===== src/rtl/hps_pkg.sv =====
package hps_pkg;

    typedef struct packed {
        logic uv;
        logic fast;
        logic slow_expired;
        logic slow_hot;
        logic glob_hot;
    } slot_cond_t;

    function automatic logic cond_any(input slot_cond_t c);
        return c.uv | c.fast | c.slow_expired | c.slow_hot | c.glob_hot;
    endfunction

endpackage


===== src/rtl/hps_por_timer.sv =====
module hps_por_timer #(
    parameter int POR_CYCLES = 25000
) (
    input  logic clk,
    input  logic rst_n,
    output logic done
);
    localparam int POR_W = $clog2(POR_CYCLES + 1);

    typedef struct packed {
        logic [POR_W-1:0] cnt;
        logic             done;
    } por_state_t;

    por_state_t st_d, st_q;

    always_comb begin
        st_d = st_q;
        if (!st_q.done) begin
            st_d.cnt  = st_q.cnt + POR_W'(1);
            st_d.done = (st_q.cnt == POR_W'(POR_CYCLES - 1));
        end
    end

    always_ff @(posedge clk or negedge rst_n) begin
        if (!rst_n) st_q <= '0;
        else        st_q <= st_d;
    end

    assign done = st_q.done;

    p_por_sticky_r8: assert property (@(posedge clk) disable iff (!rst_n)
        done |=> done);
endmodule


===== src/rtl/hps_slow_filter.sv =====
module hps_slow_filter #(
    parameter int FILT_CYCLES = 1000
) (
    input  logic clk,
    input  logic rst_n,
    input  logic trip,
    output logic expired
);
    localparam int FW = $clog2(FILT_CYCLES + 1);
    localparam logic [FW-1:0] LOAD = FW'(FILT_CYCLES);

    logic [FW-1:0] cnt_d, cnt_q;

    always_comb begin
        if (!trip)              cnt_d = LOAD;
        else if (cnt_q != '0)   cnt_d = cnt_q - FW'(1);
        else                    cnt_d = '0;
        expired = trip && (cnt_q == '0);
    end

    always_ff @(posedge clk or negedge rst_n) begin
        if (!rst_n) cnt_q <= LOAD;
        else        cnt_q <= cnt_d;
    end

    p_no_instant_expiry_r4: assert property (@(posedge clk) disable iff (!rst_n)
        $rose(trip) |-> !expired);
endmodule


===== src/rtl/hps_slot_ctrl.sv =====
module hps_slot_ctrl
    import hps_pkg::*;
#(
    parameter int RAILS       = 5,
    parameter int FILT_CYCLES = 1000
) (
    input  logic             clk,
    input  logic             rst_n,
    input  logic             por_done,
    input  logic             aux_req,
    input  logic             main_req,
    input  logic [RAILS-1:0] rail_uv,
    input  logic             oc_fast,
    input  logic             oc_slow,
    input  logic             slot_hot,
    input  logic             die_hot,
    output logic             fault,
    output logic             fault_rise,
    output logic             aux_en,
    output logic             main_en
);
    typedef struct packed {
        logic fault;
        logic armed;
        logic aux_en;
        logic main_en;
    } slot_state_t;

    slot_state_t st_d, st_q;
    slot_cond_t  cond;
    logic        slow_expired;
    logic        active;

    hps_slow_filter #(.FILT_CYCLES(FILT_CYCLES)) u_filt (
        .clk     (clk),
        .rst_n   (rst_n),
        .trip    (oc_slow),
        .expired (slow_expired)
    );

    always_comb begin
        cond.uv           = |rail_uv;
        cond.fast         = oc_fast;
        cond.slow_expired = slow_expired;
        cond.slow_hot     = oc_slow & slot_hot;
        cond.glob_hot     = die_hot;
        active            = aux_req | main_req;

        st_d.fault   = active & por_done & (st_q.fault | cond_any(cond));
        st_d.armed   = st_q.armed | (por_done & ~aux_req);
        st_d.aux_en  = aux_req & st_q.armed & ~st_d.fault;
        st_d.main_en = main_req & por_done & ~cond.uv & ~st_d.fault;
        fault_rise   = st_d.fault & ~st_q.fault;
    end

    always_ff @(posedge clk or negedge rst_n) begin
        if (!rst_n) st_q <= '0;
        else        st_q <= st_d;
    end

    assign fault   = st_q.fault;
    assign aux_en  = st_q.aux_en;
    assign main_en = st_q.main_en;

    p_fault_needs_req_r1: assert property (@(posedge clk) disable iff (!rst_n)
        !(aux_req | main_req) |=> !fault);
    p_fault_latched_r7: assert property (@(posedge clk) disable iff (!rst_n)
        fault && (aux_req | main_req) |=> fault);
    p_quiet_before_por_r8: assert property (@(posedge clk) disable iff (!rst_n)
        !por_done |-> !fault && !aux_en && !main_en);
    p_fault_kills_supply_r11: assert property (@(posedge clk) disable iff (!rst_n)
        fault |-> !aux_en && !main_en);
    p_fast_trip_r3: assert property (@(posedge clk) disable iff (!rst_n)
        por_done && oc_fast && (aux_req | main_req) |=> fault);
endmodule


===== src/rtl/hp_slot_supervisor.sv =====
module hp_slot_supervisor #(
    parameter int NUM_SLOTS   = 2,
    parameter int RAILS       = 5,
    parameter int POR_CYCLES  = 25000,
    parameter int FILT_CYCLES = 1000
) (
    input  logic                       clk,
    input  logic                       rst_n,
    input  logic [NUM_SLOTS-1:0]       aux_req,
    input  logic [NUM_SLOTS-1:0]       main_req,
    input  logic [NUM_SLOTS*RAILS-1:0] rail_uv,
    input  logic [NUM_SLOTS-1:0]       oc_fast,
    input  logic [NUM_SLOTS-1:0]       oc_slow,
    input  logic [NUM_SLOTS-1:0]       slot_hot,
    input  logic                       die_hot,
    input  logic                       int_ack,
    output logic [NUM_SLOTS-1:0]       aux_en,
    output logic [NUM_SLOTS-1:0]       main_en,
    output logic [NUM_SLOTS-1:0]       fault_n,
    output logic                       int_n,
    output logic                       por_done
);
    logic [NUM_SLOTS-1:0] fault;
    logic [NUM_SLOTS-1:0] fault_rise;
    logic                 int_d, int_q;

    hps_por_timer #(.POR_CYCLES(POR_CYCLES)) u_por (
        .clk   (clk),
        .rst_n (rst_n),
        .done  (por_done)
    );

    for (genvar s = 0; s < NUM_SLOTS; s++) begin : g_slot
        hps_slot_ctrl #(.RAILS(RAILS), .FILT_CYCLES(FILT_CYCLES)) u_slot (
            .clk        (clk),
            .rst_n      (rst_n),
            .por_done   (por_done),
            .aux_req    (aux_req[s]),
            .main_req   (main_req[s]),
            .rail_uv    (rail_uv[s*RAILS +: RAILS]),
            .oc_fast    (oc_fast[s]),
            .oc_slow    (oc_slow[s]),
            .slot_hot   (slot_hot[s]),
            .die_hot    (die_hot),
            .fault      (fault[s]),
            .fault_rise (fault_rise[s]),
            .aux_en     (aux_en[s]),
            .main_en    (main_en[s])
        );

        p_int_follows_fault_r12: assert property (@(posedge clk) disable iff (!rst_n)
            $rose(fault[s]) |-> int_q);
    end

    always_comb begin
        if (|fault_rise)  int_d = 1'b1;
        else if (int_ack) int_d = 1'b0;
        else              int_d = int_q;
    end

    always_ff @(posedge clk or negedge rst_n) begin
        if (!rst_n) int_q <= 1'b0;
        else        int_q <= int_d;
    end

    assign fault_n = ~fault;
    assign int_n   = ~int_q;

    p_int_holds_r12: assert property (@(posedge clk) disable iff (!rst_n)
        int_q && !int_ack |=> int_q);
endmodule


===== config.mk =====
export PLATFORM = sky130hd
export DESIGN_NAME = hp_slot_supervisor
export DESIGN_NICKNAME = d
export VERILOG_FILES = /design/src/rtl/hps_pkg.sv /design/src/rtl/hps_por_timer.sv /design/src/rtl/hps_slow_filter.sv /design/src/rtl/hps_slot_ctrl.sv /design/src/rtl/hp_slot_supervisor.sv
export SDC_FILE = /design/constraint.sdc
export NUM_CORES = 1
export LEC_CHECK = 0
export ABC_AREA = 1
export BUFFER_PORTS_ARGS = -buffer_cell sky130_fd_sc_hd__buf_2
export CORE_AREA = 3 3 70 105
export CTS_BUF_LIST = sky130_fd_sc_hd__clkbuf_8
export CTS_CLUSTER_DIAMETER = 100
export DETAILED_ROUTE_END_ITERATION = 10
export DIE_AREA = 0 0 73 108
export GPL_ROUTABILITY_DRIVEN = 0
export SLEW_MARGIN = 20
export SYNTH_ARGS = -nofsm -noshare
export SYNTH_HDL_FRONTEND = slang
export SYNTH_HIERARCHICAL = 1
export SYNTH_SLANG_ARGS = --single-unit

===== constraint.sdc =====
create_clock -name clk -period 1.9 [get_ports clk]
set_input_delay 0.095 -clock clk [delete_from_list [all_inputs] [get_ports clk]]
set_output_delay 0.095 -clock clk [all_outputs]
set_load 0.02 [all_outputs]

### Yosys cells after proc, flatten, opt, wreduce, memory -nomap -nowiden

Index checks and enable logic that the tools add are counted.
Widths: inputs -> output; s select.

| word-level totals | value |
|---|---|
| bits in registers | 45 |
| output and inout bits | 8 |
| logic and storage cells | 78 |

| cells by class | value |
|---|---|
| equal/unequal tests | 1 |
| muxes and demuxes | 7 |
| reductions and logical operators | 10 |
| $add $sub $neg | 3 |
| bitwise logic cells | 44 |

Operators with widths:

| operator | count |
|---|---|
| $mux 10 | 4 |
| $and 1x1->1 | 20 |
| $logic_not 10->1 | 2 |
| $reduce_bool 10->1 | 2 |
| $sub 10x1->10 const B | 2 |
| $add 15x1->15 const B | 1 |
| $eq 15x15->1 const B | 1 |
| $or 1x1->1 | 14 |
| $reduce_or 5->1 | 2 |
| $not 1->1 | 9 |
| $mux 1 | 3 |
| $logic_and 1x1->1 | 2 |
| $not 2->2 | 1 |
| $reduce_bool 2->1 | 1 |
| $reduce_or 2->1 | 1 |

### Depth between registers and ports, before layout

Gate-level depths: netlist (run 1).

| logic depth | value |
|---|---|
| depth after elaboration | 10 |
| gate-level depth with buffers | 14 |
| mapped depth without buffers | 14 |

### Cells and area by module

Netlist (run 1), hierarchy kept.

By module, submodules not included:

| module | times used | area an instance (um^2) | cells each |
|---|---|---|---|
| hps_slow_filter | 2 | 610.6 | 76 |
| hps_por_timer | 1 | 880.8 | 103 |
| hps_slot_ctrl | 2 | 210.2 | 29 |
| hp_slot_supervisor | 1 | 51.3 | 8 |

### Worst setup path after synthesis (run 1)

Ideal clock, no wire load.

| timing path | value |
|---|---|
| path type | reg2reg |
| start | register g_slot[1].u_slot.u_filt.cnt_q[0] |
| end | register int_q |
| clock period less this slack | 1.551 ns |
| stages on the path, launching flop included | 15 |
| slack | 0.349 ns |
| arrival | 1.487 ns |
| path through | dfrtp_1 > inv_1 > ha_1 > nand3_2 > nor2_2 > nand2_2 > nor3_2 > inv_1 > nand2_1 > nor2_2 > nand2_2 > nand2_1 > nor2_1 > nor2_1 > nand2_1 |

| on the way | value |
|---|---|
| cells in the longest elaborated chain, start to end | 10 |
| elaborated cells between the ends (all ways) | 11 |
| classes of those cells | mux: 1; bitwise: 6; reduce/logical: 4 |

Ends and longest elaborated chain:

| what | RTL line | RTL |
|---|---|---|
| from (decl) | hps_slow_filter.sv:12 | `logic [FW-1:0] cnt_d, cnt_q;` |
| from (signal assigned) | hps_slow_filter.sv:23 | `else cnt_q <= cnt_d;` |
| $logic_not 10->1 * | hps_slow_filter.sv:18 | `expired = trip && (cnt_q == '0);` |
| $logic_and 1x1->1 * | hps_slow_filter.sv:18 |  |
| via g_slot[1].u_slot.slow_expired | hps_slot_ctrl.sv:31 | `logic slow_expired;` |
| $or 1x1->1 * (3 in series) | hps_pkg.sv:12 | `return c.uv \| c.fast \| c.slow_expired \| c.slow_hot \| c.glob_hot;` |
| $or 1x1->1 * | hps_slot_ctrl.sv:49 | `st_d.fault = active & por_done & (st_q.fault \| cond_any(cond));` |
| $and 1x1->1 * | hps_slot_ctrl.sv:49 |  |
| $and 1x1->1 * | hps_slot_ctrl.sv:53 | `fault_rise = st_d.fault & ~st_q.fault;` |
| via fault_rise[1] | hp_slot_supervisor.sv:24 | `logic [NUM_SLOTS-1:0] fault_rise;` |
| $reduce_or 2->1 * | hp_slot_supervisor.sv:56 | `if (\|fault_rise) int_d = 1'b1;` |
| $mux 1 or $reduce_bool 2->1 (tied branches) | -- |  |
| to (signal assigned) | hp_slot_supervisor.sv:63 | `else int_q <= int_d;` |
| to (decl) | hp_slot_supervisor.sv:25 | `logic int_d, int_q;` |

Mark *: on every way through the listed nets, which the timed path passes. The rest lies on a longest branch.
A chain may end at the register's enable or synchronous reset.

### Worst setup path in the final report (run 1)

Ends and elaborated chain as after synthesis.

==> Implementation_results.wiki, run 1 <==
{| class="wikitable"
! Metric !! Value
|-
| Setup violators final || 0
|-
| Via Count || just over 2000
|-
| Most numerous cell in the Yosys netlist || sky130_fd_sc_hd__nand2_1
|-
| Critical Path End Type || register
|-
| Startpoint type of the worst setup path || register
|-
| Total of warnings raised by yosys || 6
|-
| Worst setup path category || register to register
|-
| Final standard cell area without fillers || about 3000 µm²
|-
| Vias in the first global route || around 2000
|-
| Floorplan row count || 36
|-
| Total iterations of the first detailed-routing run || 4
|-
| Maximum number of pins on one net before global-route repair || between 40 and 50
|-
| TritonCTS Sinks || 45
|-
| Transition time of the tightest slew-check pin || between 500 and 600 ps
|-
| Share of cells above drive strength 1 || 0.306
|-
| Total grt overflow || 0
|-
| Placed cell count || around 430
|-
| Clock transition at path regs || roughly 80 ps
|-
| Number of antenna violations at the first check in global routing || 0
|-
| Wire length reported by the detailed router || around 5 mm
|-
| Source-to-sink clock delay at the later pin of the worst-skew pair || 300 ps
|-
| Largest vdd supply drop || 0.000322 V
|-
| Maximum clock skew at final layout || between 10 and 15 ps
|-
| Net count of the finished layout || roughly 400
|-
| Post-Synthesis Cells || ~320
|-
| Placed standard-cell area || ~2800 µm²
|-
| Number of design rule violations left after detail routing || 0
|-
| CP Max Fanout || 3
|-
| Max-Slew Margin vs Limit || 0.619
|-
| Final period utilization || 0.844
|-
| Die footprint || slightly below 8000 µm²
|-
| Netlist Area Pre-Place || 2570 µm²
|-
| Number of top-level pins || 32
|-
| Die boundary width || about 73 µm
|-
| Post-layout minimum cycle time || ~1600 ps
|-
| Maximum capacitance violations || 0
|-
| Number of hold violations in the final report || 0
|-
| Number of buffers added for setup after CTS || 0
|-
| Unrepaired setup endpoints after global routing || false
|-
| Detailed placer's ending HPWL || slightly below 4 mm
|-
| Share of the synthesized area in the top cell type || 0.321
|-
| EDFF count, synth || 0
|-
| Clock tree from TritonCTS || done
|-
| Hold Crit Class || primary input to register
|-
| Overall routing resource usage || 0.143
|-
| Signed area change from the synthesized netlist to the final layout || 15.7%
|-
| Max-slew violation total from the final report || 0
|-
| Clock H-tree levels || 2
|-
| Leakage Power || roughly 1.5 nW
|-
| Cells taking the most area after synthesis || sky130_fd_sc_hd__dfrtp_1 (32%), sky130_fd_sc_hd__dfstp_2 (12%), sky130_fd_sc_hd__nand2_1 (12%)
|-
| Root buffer cell || sky130_fd_sc_hd__clkbuf_8
|-
| Synthesized Nets || roughly 350
|-
| Filler cells || 648
|-
| Inserted Diodes || 0
|-
| Total of flip-flops plus latches after synthesis || 45
|-
| Share of the yosys chip area belonging to registers || 0.443
|-
| Maximum operating frequency || about 620 MHz
|-
| Post-DR vias/cell || ~4.6
|-
| Synth async-reset ratio || 1.00
|-
| Avg Inst Size Synth || 8.02 µm²
|-
| Ys flop type || sky130_fd_sc_hd__dfrtp_1
|-
| Final total negative setup slack || 0 ps
|-
| Post-route non-filler standard cell count || around 440
|-
| Critical path arrival || between 1500 and 2000 ps
|-
| Die outline height || 108 µm
|-
| Global-route wire length before repair || just under 9 mm
|-
| Quantity of I/O buffers inserted on ports || 31
|-
| Worst EP required || around 2100 ps
|-
| Starting density of the core || 0.394
|-
| Post-layout power || between 2 and 2.5 mW
|-
| DRT iter0 DRCs || 45
|-
| Antenna Violating Nets Remaining || 0
|-
| Library cells used by synthesis || 29
|-
| Commonest cells in the netlist || sky130_fd_sc_hd__nand2_1 (80), sky130_fd_sc_hd__inv_1 (44), sky130_fd_sc_hd__nor2_1 (36)
|-
| Inserted Clock Buffers || 5
|-
| Outcome || finished, final reports clean
|-
| Largest area contributor in the synthesized netlist || sky130_fd_sc_hd__dfrtp_1
|-
| Pwr/cell area || around 670 nW/µm²
|-
| Number of buffers between clock root and the deepest sink || 2
|-
| Placeable core region || approximately 6500 µm²
|-
| Post-DR wirelength/cell || between 10 and 15 µm
|}
[cell families (layout without fill, tap and decap cells)]
logic type | count (synthesis) | after routing | share of synthesized area
DFF | 45 | 45 | 0.443
adders and majority gates | 4 | 4 | 0.0194
AOI/OAI and AO/OA | 17 | 17 | 0.0379
and+or+nand+nor | 191 | 191 | 0.380
xor gates and xnor gates | 12 | 12 | 0.0438
buffers and inverters | 52 | 97 | 0.0758
[worst paths after layout]
| kind | cells past startpoint | slack [ps] | to | startpoint |
|---|---|---|---|---|
| worst max-delay path | 14 | 300 | int_q | g_slot[1].u_slot/u_filt/cnt_q[0] |
| min in group asynchronous | 3 | 410 | g_slot[0].u_slot/u_filt/cnt_q[4] | rst_n |
| worst max register to register | 14 | 300 | int_q | g_slot[1].u_slot/u_filt/cnt_q[0] |
| worst min register to register | 1 | 480 | g_slot[1].u_slot/st_q[2] | g_slot[1].u_slot/st_q[2] |
| worst min-delay path | 2 | 30 | g_slot[1].u_slot/u_filt/cnt_q[6] | oc_slow[1] |
| max in group asynchronous | 3 | 1100 | g_slot[0].u_slot/u_filt/cnt_q[5] | rst_n |
[critical path, cell delays in order (launching register included)]
cell,delay [ps]
sky130_fd_sc_hd__dfrtp_1,370
sky130_fd_sc_hd__inv_1,110
sky130_fd_sc_hd__ha_1,190
sky130_fd_sc_hd__nand3_2,110
sky130_fd_sc_hd__nor2_2,120
sky130_fd_sc_hd__nand2_2,70
sky130_fd_sc_hd__nor3_2,90
sky130_fd_sc_hd__inv_1,50
sky130_fd_sc_hd__nand2_1,70
sky130_fd_sc_hd__nor2_2,50
sky130_fd_sc_hd__nand2_2,70
sky130_fd_sc_hd__nand2_1,60
sky130_fd_sc_hd__nor2_1,90
sky130_fd_sc_hd__nor2_1,50
sky130_fd_sc_hd__nand2_1,50
[stage by stage]
| step | utilization | hold WS, ps | setup slack [ps] |
|---|---|---|---|
| after global routing | 0.456 | 22.0 | 141 |
| after detailed placement | 0.436 | 227 | 296 |
| after CTS | 0.456 | 15.7 | 271 |
| after global placement | 0.436 | 220 | 334 |
| final | 0.456 | 26.9 | 297 |
| after floorplan | - | -201 | 349 |
[state kept, by name, summed over array words and instances, names as in the netlist]
signal,count
u_por/done,1
g_slot.u_slot/aux_en,2
u_por/st_q,15
int_q,1
g_slot.u_slot/st_q,2
g_slot.u_slot/fault,2
g_slot.u_slot/main_en,2
g_slot.u_slot/u_filt/cnt_q,20
[final cells by class]
| type | instances | area, µm² | area share |
|---|---|---|---|
| clock buffers | 7 | 96.3 | 0.0324 |
| clock inverters | 1 | 5.00 | 0.00168 |
| inverters | 52 | 195 | 0.0655 |
| multi-input cells | 224 | 1240 | 0.416 |
| flip-flops and latches | 45 | 1140 | 0.383 |
| well taps | 76 | 95.1 | 0.0319 |
| repair buffers | 37 | 208 | 0.0697 |
[report_power, final]
part	internal [mW]	switching (mW)
logic	0.121	0.167
registers	1.01	0.0533
clock network	0.329	0.327
[layout by cell type, fill, tap and decap left out, types with 12 or more instances in the layout]
cell type	n
sky130_fd_sc_hd__buf_2	31
sky130_fd_sc_hd__nand2_1	80
sky130_fd_sc_hd__dfrtp_1	33
sky130_fd_sc_hd__nor2_2	21
sky130_fd_sc_hd__dfstp_2	12
sky130_fd_sc_hd__nor2_1	36
sky130_fd_sc_hd__inv_1	44
sky130_fd_sc_hd__nand3_1	15
sky130_fd_sc_hd__nand2_2	12
[what timing repair did]
item                                   CTS  global route
hold buffers                             3             0
endpoints found under the hold margin   35             0
resized for setup                        0             0
[routing by layer]
layer | up-vias | wire length (µm) | track usage
met5 | - | 0 | 0
met4 | 0 | 135 | 0.0712
met3 | 10 | 122 | 0.0316
met2 | 27 | 2680 | 0.244
met1 | 927 | 2180 | 0.165
li1 | 1077 | - | -
No activity file was read; power rests on OpenSTA's default activity.
==> run 2, diff against run 1 <==
Settings changed: ABC_AREA 1 to 0, CORE_AREA 3 3 70 105 to 3 3 67 100, DIE_AREA 0 0 73 108 to 0 0 70 103.
Clock period 1.9 ns to 1.5 ns, I/O delays scaled along.
==> run 2 against run 1 <==
  * The run now ends with setup timing left
  * Non-clock buffer count increased by 35
  * Critical path type unchanged
  * Largest power group unchanged
  * Highest routed layer unchanged
  * Hold slack improved by 4.4 ps
  * Register-to-register slack got worse by 590 ps
  * Final area is 5.4% higher
  * Sequential share of layout area shrank 2.0 points
  * Combinational power grew 37%
  * Synthesized cell count shrank 34%
==> Implementation_results.wiki, run 2 <==
{| class="wikitable"
! Metric !! Value
|-
| Inserted Diodes || 0 (unchanged)
|-
| Maximum capacitance violations || 0 (unchanged)
|-
| Number of buffers between clock root and the deepest sink || 2 (unchanged)
|-
| Library cells used by synthesis || 42 (+45%)
|-
| Commonest cells in the netlist || sky130_fd_sc_hd__dfrtp_1 (33), sky130_fd_sc_hd__nand3_1 (15), sky130_fd_sc_hd__inv_1 (13)
|-
| Clock tree from TritonCTS || done
|-
| End point of the worst hold path || g_slot[1].u_slot/main_en
|-
| Post-DR vias/cell || 5.27 (+14%)
|-
| Source-to-sink clock delay at the later pin of the worst-skew pair || 300 ps (about the same)
|-
| Worst EP required || 1730 ps (-410 ps)
|-
| Number of hold violations in the final report || 0 (unchanged)
|-
| Placed standard-cell area || 2800 µm² (-1.6%)
|-
| Leakage Power || 1.40 nW (-6.9%)
|-
| Setup slack, reg-to-reg || -300 ps (-590 ps)
|-
| Total of warnings raised by yosys || 6 (unchanged)
|-
| Maximum clock skew at final layout || 9.58 ps (-0.932 ps)
|-
| Synth async-reset ratio || 1.00 (unchanged)
|-
| Critical Path End Type || register
|-
| Signed area change from the synthesized netlist to the final layout || 35.8%
|-
| TritonCTS Sinks || 45 (unchanged)
|-
| Die outline height || 103 µm (-4.6%)
|-
| Total iterations of the first detailed-routing run || 4 (unchanged)
|-
| Quantity of I/O buffers inserted on ports || 31 (unchanged)
|-
| Max-Slew Margin vs Limit || 0.734 (+0.115)
|-
| Most numerous cell in the Yosys netlist || sky130_fd_sc_hd__dfrtp_1
|-
| FF-to-FF End || int_q
|-
| Core occupancy in the finished layout || 0.535 (+0.0788)
|-
| Hold Crit Class || primary input to register
|-
| Transition time of the tightest slew-check pin || 396 ps (-176 ps)
|-
| Number of top-level pins || 32 (unchanged)
|-
| Clock transition at path regs || 90 ps (about the same)
|-
| Worst path cell trace || or4_4, nor3_4, and2_4, nor4_2, and3_4, nor3_2, nor2_1, o21ai_1
|-
| Post-DR wirelength/cell || 15.0 µm (+29%)
|-
| Starting density of the core || 0.394 (about the same)
|-
| EDFF count, synth || 0 (unchanged)
|-
| Critical path arrival || 2030 ps (+190 ps)
|-
| Unrepaired setup endpoints after global routing || true
|-
| Startpoint of the worst hold path || main_req[1]
|-
| Root buffer cell || sky130_fd_sc_hd__clkbuf_8
|-
| Net count of the finished layout || 316 (-20%)
|-
| Die footprint || 7210 µm² (-8.5%)
|-
| Die boundary width || 70 µm (-4.1%)
|-
| Avg Inst Size Synth || 10.9 µm² (+35%)
|-
| Overall routing resource usage || 0.150 (+0.00691)
|-
| Clock H-tree levels || 2 (unchanged)
|-
| Crit Reg-Reg Startpoint || g_slot[1].u_slot/u_filt/cnt_q[8]
|-
| Global-route wire length before repair || 8.58 mm (-2.1%)
|-
| DRT iter0 DRCs || 77 (+71%)
|-
| Pwr/cell area || 830 nW/µm² (+23%)
|-
| Total of flip-flops plus latches after synthesis || 45 (unchanged)
|-
| Ys flop type || sky130_fd_sc_hd__dfrtp_1
|-
| Worst setup path category || register to register
|-
| Cells taking the most area after synthesis || sky130_fd_sc_hd__dfrtp_1 (36%), sky130_fd_sc_hd__dfstp_2 (14%), sky130_fd_sc_hd__xnor2_1 (3.8%)
|-
| Detailed placer's ending HPWL || 3.73 mm (-3.6%)
|-
| Vias in the first global route || 1874 (-6.2%)
|-
| Number of antenna violations at the first check in global routing || 0 (unchanged)
|-
| Max-slew violation total from the final report || 0 (unchanged)
|-
| Startpoint type of the worst setup path || register
|-
| Wire length reported by the detailed router || 5.40 mm (+5.5%)
|-
| Worst setup margin || -296 ps (-594 ps)
|-
| Final standard cell area without fillers || 3140 µm² (+5.4%)
|-
| Netlist Area Pre-Place || 2310 µm² (-10%)
|-
| Most flops, register || g_slot.u_slot/u_filt/cnt_q
|-
| Final total negative setup slack || -1520 ps (-1520 ps)
|-
| Post-route worst hold slack || 31.3 ps (+4.38 ps)
|-
| Share of the yosys chip area belonging to registers || 0.494 (+0.0501)
|-
| Via Count || 1903 (-6.8%)
|-
| Largest registers || g_slot.u_slot/u_filt/cnt_q (20), u_por/st_q (15)
|-
| Floorplan row count || 34 (-5.6%)
|-
| Total grt overflow || 0 (unchanged)
|-
| Outcome || complete, but fails checks
|-
| Worst hold path stage count || 2 (unchanged)
|-
| Synthesized Nets || 241 (-31%)
|-
| Share of cells above drive strength 1 || 0.429 (+0.123)
|-
| Setup violators final || 15 (+15)
|-
| Largest vdd supply drop || 0.000576 V (+79%)
|-
| Post-Synthesis Cells || 213 (-34%)
|-
| Post-Place Setup Slack || -350 ps (-645 ps)
|-
| Number of cells on the worst reg-to-reg path || 8 (-6)
|-
| Largest area contributor in the synthesized netlist || sky130_fd_sc_hd__dfrtp_1
|-
| Post-layout minimum cycle time || 1800 ps (+194 ps)
|-
| Number of design rule violations left after detail routing || 0 (unchanged)
|-
| Share of the synthesized area in the top cell type || 0.357 (+0.0363)
|-
| Largest stage delay, worst path || 560 ps (+190 ps)
|-
| Cell type of the slowest stage on the worst timing path || sky130_fd_sc_hd__or4_4
|-
| CP Max Fanout || 3 (unchanged)
|-
| Final period utilization || 1.20 (+0.354)
|-
| Maximum number of pins on one net before global-route repair || 46 (unchanged)
|-
| Inserted Clock Buffers || 5 (unchanged)
|-
| Number of flip-flops under the largest register name || 20 (unchanged)
|-
| Antenna Violating Nets Remaining || 0 (unchanged)
|-
| Violated checks || setup timing
|-
| Leading cell types in the layout, fill and taps excluded || sky130_fd_sc_hd__dfrtp_1 (33), sky130_fd_sc_hd__buf_4 (33), sky130_fd_sc_hd__buf_2 (31)
|-
| Placeable core region || 5870 µm² (-10%)
|-
| Maximum operating frequency || 557 MHz (-11%)
|}
run 2: changes by cell type after synthesis, moves of 8 or more:
cell / before / now
sky130_fd_sc_hd__nor3_1: 2 / 11
sky130_fd_sc_hd__nand2_2: 12 / 0
sky130_fd_sc_hd__inv_1: 44 / 13
sky130_fd_sc_hd__nor2_2: 21 / 0
sky130_fd_sc_hd__nor2_1: 36 / 12
sky130_fd_sc_hd__o21ai_0: 4 / 12
sky130_fd_sc_hd__or4_1: 0 / 8
sky130_fd_sc_hd__nand2_1: 80 / 4
sky130_fd_sc_hd__inv_2: 8 / 0
run 2: cells by family (layout without fill, tap and decap cells):
logic type | count (synthesis) | count (layout) | synth area share
fa+ha+maj | 4 | 4 | 0.0216
simple gates | 88 | 88 | 0.252
mux | 1 | 1 | 0.00487
buf+inv | 17 | 93 | 0.0287
xor+xnor | 16 | 16 | 0.0606
flops | 45 | 45 | 0.494
compound gates | 42 | 42 | 0.139
run 2: cell type report:
type / count / area, µm²
Tap cell: 72 / 90.1
Inverter: 13 / 48.8
Fill cell: 537 / 2730
Clock inverter: 3 / 42.5
Sequential cell: 45 / 1140
Clock buffer: 5 / 68.8
Multi-Input combinational cell: 151 / 1250
Timing Repair Buffer: 72 / 502
run 2: through the flow:
stage / power [mW] / instances
after floorplan: 1.47 / 213
after detailed placement: 1.66 / 345
after CTS: 2.60 / 358
after global placement: 1.65 / 345
after global routing: 2.71 / 361
final: 2.61 / 361
run 2: worst max path at each step:
stage / endpoint / slack (ps) / start
after detailed placement: int_q / -350 / g_slot[1].u_slot/u_filt/cnt_q[5]
final: int_q / -300 / g_slot[1].u_slot/u_filt/cnt_q[8]
after global routing: int_q / -370 / g_slot[1].u_slot/u_filt/cnt_q[8]
after floorplan: int_q / -340 / g_slot[1].u_slot/u_filt/cnt_q[4]
after CTS: int_q / -300 / g_slot[0].u_slot/u_filt/cnt_q[4]
after global placement: int_q / -330 / g_slot[1].u_slot/u_filt/cnt_q[5]
run 2: metal layers:
layer,GRT usage,vias up,routed length (µm),share of wire
met5,0,-,0,0
met1,0.172,920,2200,0.41
met3,0.0312,12,194,0.036
met4,0.0693,0,145,0.027
met2,0.269,28,2850,0.53
li1,-,943,-,-
run 2: power breakdown:
part | switching [mW] | internal [mW]
sequential | 0.0250 | 1.27
combinational | 0.213 | 0.183
clock | 0.425 | 0.494
total | 0.663 | 1.94
run 2: critical path: cells and delay by family (launching register included):
family	cells	cell delay, ps
AOI/OAI and AO/OA	1	60
DFF	1	380
and+or+nand+nor	7	1280
run 2: timing repair:
action	in CTS	in global routing
hold buffers	3	0
buffers inserted	2	4
endpoints found under the setup margin	20	23
pin swaps	6	15
endpoints found under the hold margin	45	0
resized for setup	11	24
==> run 3, diff against run 2 <==
Clock period 1.5 ns to 1.62 ns, I/O delays scaled along.
==> run 3 against run 2 <==
  * The run still ends with setup timing left
  * Sequential power fell by 8%
  * Clock skew up 2.5 ps
  * Via count shrank 1.9%
  * Sequential cell count is the same
  * Critical endpoint unchanged
  * Global-route usage grew 0.67 points
  * Sequential share of layout area is 1.3 points higher
  * Non-clock buffer count shrank 6
  * Combinational power decreased by 14%
  * Hold slack improved by 15 ps
  * Register-to-register slack improved by 110 ps
  * Clock power fell by 4.7%
  * Core utilization is 1.8 points lower
==> Implementation_results.wiki, run 3 (synthesis gave the netlist of run 2 again) <==
{| class="wikitable"
! Metric !! Value
|-
| Internal power || 1.82 mW (-6.1%)
|-
| Critical path origin || g_slot[0].u_slot/u_filt/cnt_q[7]
|-
| Number of top-level pins || 32 (unchanged)
|-
| Largest registers || g_slot.u_slot/u_filt/cnt_q (20), u_por/st_q (15)
|-
| Inserted Clock Buffers || 5 (unchanged)
|-
| Most flops, register || g_slot.u_slot/u_filt/cnt_q
|-
| Leakage Power || 1.32 nW (-6.0%)
|-
| Global-route wire length before repair || 8.92 mm (+4.0%)
|-
| Share of cells above drive strength 1 || 0.403 (-0.0262)
|-
| Critical Path End Type || register
|-
| Inserted Diodes || 0 (unchanged)
|-
| Post-layout minimum cycle time || 1810 ps (+11.5 ps)
|-
| Transition time of the tightest slew-check pin || 571 ps (+175 ps)
|-
| Final period utilization || 1.12 (-0.0816)
|-
| Largest delay contributor family on the critical path || simple AND/OR/NAND/NOR gates
|-
| Root buffer cell || sky130_fd_sc_hd__clkbuf_8
|-
| Overall routing resource usage || 0.157 (+0.00672)
|-
| Quantity of I/O buffers inserted on ports || 31 (unchanged)
|-
| Setup slack, reg-to-reg || -190 ps (+110 ps)
|-
| Buf+Inv Stages, Crit Path || 0 (unchanged)
|-
| Source-to-sink clock delay at the later pin of the worst-skew pair || 300 ps (about the same)
|-
| Die boundary width || 70 µm (unchanged)
|-
| Hold Crit Class || primary input to register
|-
| Post-DR vias/cell || 5.26 (-0.29%)
|-
| Total grt overflow || 0 (unchanged)
|-
| Max-Slew Margin vs Limit || 0.619 (-0.115)
|-
| Starting density of the core || 0.394 (unchanged)
|-
| Number of antenna violations at the first check in global routing || 0 (unchanged)
|-
| Maximum operating frequency || 553 MHz (-0.63%)
|-
| Antenna Violating Nets Remaining || 0 (unchanged)
|-
| Largest stage delay, worst path || 550 ps (about the same)
|-
| Outcome || complete, but fails checks
|-
| Startpoint type of the worst setup path || register
|-
| Met2 usage in global routing || 0.267 (-0.00218)
|-
| Signed area change from the synthesized netlist to the final layout || 31.2%
|-
| CP Max Fanout || 3 (unchanged)
|-
| Pwr/cell area || 795 nW/µm² (-4.2%)
|-
| Violated checks || setup timing
|-
| Clock transition at path regs || 90 ps (about the same)
|-
| Largest vdd supply drop || 0.000472 V (-18%)
|-
| Die footprint || 7210 µm² (unchanged)
|-
| Post-DR wirelength/cell || 14.9 µm (-0.31%)
|-
| Met1 track demand over resource in global routing || 0.193 (+0.0213)
|-
| Floorplan row count || 34 (unchanged)
|-
| Startpoint of the worst hold path || aux_req[0]
|-
| Cell type of the slowest stage on the worst timing path || sky130_fd_sc_hd__or4_4
|-
| Die outline height || 103 µm (unchanged)
|-
| Area taken by flip-flops and latches || 1140 µm² (unchanged)
|-
| Wire length reported by the detailed router || 5.29 mm (-2.0%)
|-
| Most common cell after layout, fill and taps aside || sky130_fd_sc_hd__dfrtp_1
|-
| Post-layout power || 2.41 mW (-7.5%)
|-
| Peak-usage layer in the global routing report || met2
|-
| Switch share || 0.243 (-0.0109)
|-
| Worst setup path category || register to register
|-
| Worst path cell trace || or4_4, nor3_4, and2_4, nor4_4, and3_4, nor3_1, nor2_1, o21ai_1
|-
| Post-route worst hold slack || 46.2 ps (+14.9 ps)
|-
| Register share of total power || 0.496 (about the same)
|-
| Crit Reg-Reg Startpoint || g_slot[0].u_slot/u_filt/cnt_q[7]
|-
| Filler cells || 537 (unchanged)
|-
| Maximum clock skew at final layout || 12.1 ps (+2.50 ps)
|-
| Placed cell count || 343 (-0.58%)
|-
| Clock H-tree levels || 2 (unchanged)
|-
| Post-route non-filler standard cell count || 355 (-1.7%)
|-
| Net count of the finished layout || 310 (-1.9%)
|-
| Critical path arrival || 2040 ps (about the same)
|-
| Max-slew violation total from the final report || 0 (unchanged)
|-
| Maximum capacitance violations || 0 (unchanged)
|-
| Clock tree from TritonCTS || done
|-
| TritonCTS Sinks || 45 (unchanged)
|-
| DRT iter0 DRCs || 85 (+10%)
|-
| Logic gate share of total power || 0.141 (-0.011)
|-
| Via Count || 1866 (-1.9%)
|-
| Net switching power || 0.587 mW (-11%)
|-
| Number of design rule violations left after detail routing || 0 (unchanged)
|-
| Met3 global-route usage || 0.0400 (+0.00878)
|-
| Number of hold violations in the final report || 0 (unchanged)
|-
| Vias in the first global route || 1895 (+1.1%)
|-
| Placeable core region || 5870 µm² (unchanged)
|-
| Number of flip-flops under the largest register name || 20 (unchanged)
|-
| Worst EP required || 1850 ps (+120 ps)
|-
| Leading cell types in the layout, fill and taps excluded || sky130_fd_sc_hd__dfrtp_1 (33), sky130_fd_sc_hd__buf_4 (32), sky130_fd_sc_hd__buf_2 (31)
|-
| Number of buffers between clock root and the deepest sink || 2 (unchanged)
|-
| Detailed placer's ending HPWL || 3.87 mm (+3.8%)
|-
| Power share of the clock group || 0.364 (+0.011)
|-
| Unrepaired setup endpoints after global routing || true
|-
| Worst setup margin || -188 ps (+109 ps)
|-
| Maximum number of pins on one net before global-route repair || 46 (unchanged)
|-
| Total iterations of the first detailed-routing run || 4 (unchanged)
|-
| Setup violators final || 5 (-10)
|-
| Area of the multi-input gates || 1210 µm² (-2.8%)
|}
==> run 3: changes by cell type in the layout (fill, tap and decap cells not counted), sizes merged <==
| cell | delta |
|---|---|
| buf | -6 |
| clkbuf | +1 |
| clkinv | -1 |
==> run 3: metal layers <==
| metal | wire (µm) | part of all wire |
|---|---|---|
| met1 | 2280 | 0.43 |
| met2 | 2780 | 0.53 |
| met3 | 183 | 0.035 |
| met4 | 48 | 0.0091 |
| met5 | 0 | 0 |
==> run 3: tightest hold or removal path, cell delays in order <==
cell and delay (ps):
sky130_fd_sc_hd__buf_2 120, sky130_fd_sc_hd__nand2_1 70, sky130_fd_sc_hd__a21oi_2 40
==> run 3: power groups by stage <==
stage               logic (mW)  registers, mW  clock network (mW)
floorplan                0.128           1.23                   0
global placement         0.316           1.21                   0
detailed placement       0.316           1.22                   0
CTS                      0.329           1.19               0.909
global route             0.382           1.20               0.949
finish                   0.340           1.19               0.876
==> run 3: what timing repair did <==
action                                  CTS  global route
hold buffers                              3             0
resized for setup                         3            17
pin swaps                                 4             7
gates cloned                              0             0
endpoints found under the setup margin    8            10
endpoints found under the hold margin    35             0
buffers inserted                          1             0
==> run 3: worst paths after layout <==
| path | endpoint | cells after the start |
|---|---|---|
| min in group asynchronous | g_slot[0].u_slot/u_filt/cnt_q[2] | 3 |
| max in group asynchronous | g_slot[0].u_slot/u_filt/cnt_q[9] | 3 |
| max reg2reg | int_q | 8 |
| max | int_q | 8 |
| min | g_slot[0].u_slot/aux_en | 3 |
| min reg2reg | u_por/st_q[15] | 1 |
==> run 3: final cells by class <==
| type | instances | area share |
|---|---|---|
| multi-input cells | 151 | 0.399 |
| flip-flops and latches | 45 | 0.376 |
| repair buffers | 66 | 0.140 |
| well taps | 72 | 0.0297 |
| clock buffers | 6 | 0.0272 |
| inverters | 13 | 0.0161 |
| clock inverters | 2 | 0.0111 |
==> run 3: per-stage QoR <==
stage	TNS [ps]	worst slack (ps)	area [µm²]	util
2_1_floorplan	-651	-217	2320	-
3_3_place_gp	-452	-205	2770	0.472
3_5_place_dp	-598	-231	2770	0.472
4_1_cts	-498	-178	2940	0.501
5_1_grt	-806	-263	3030	0.517
6_report	-492	-188	3030	0.517
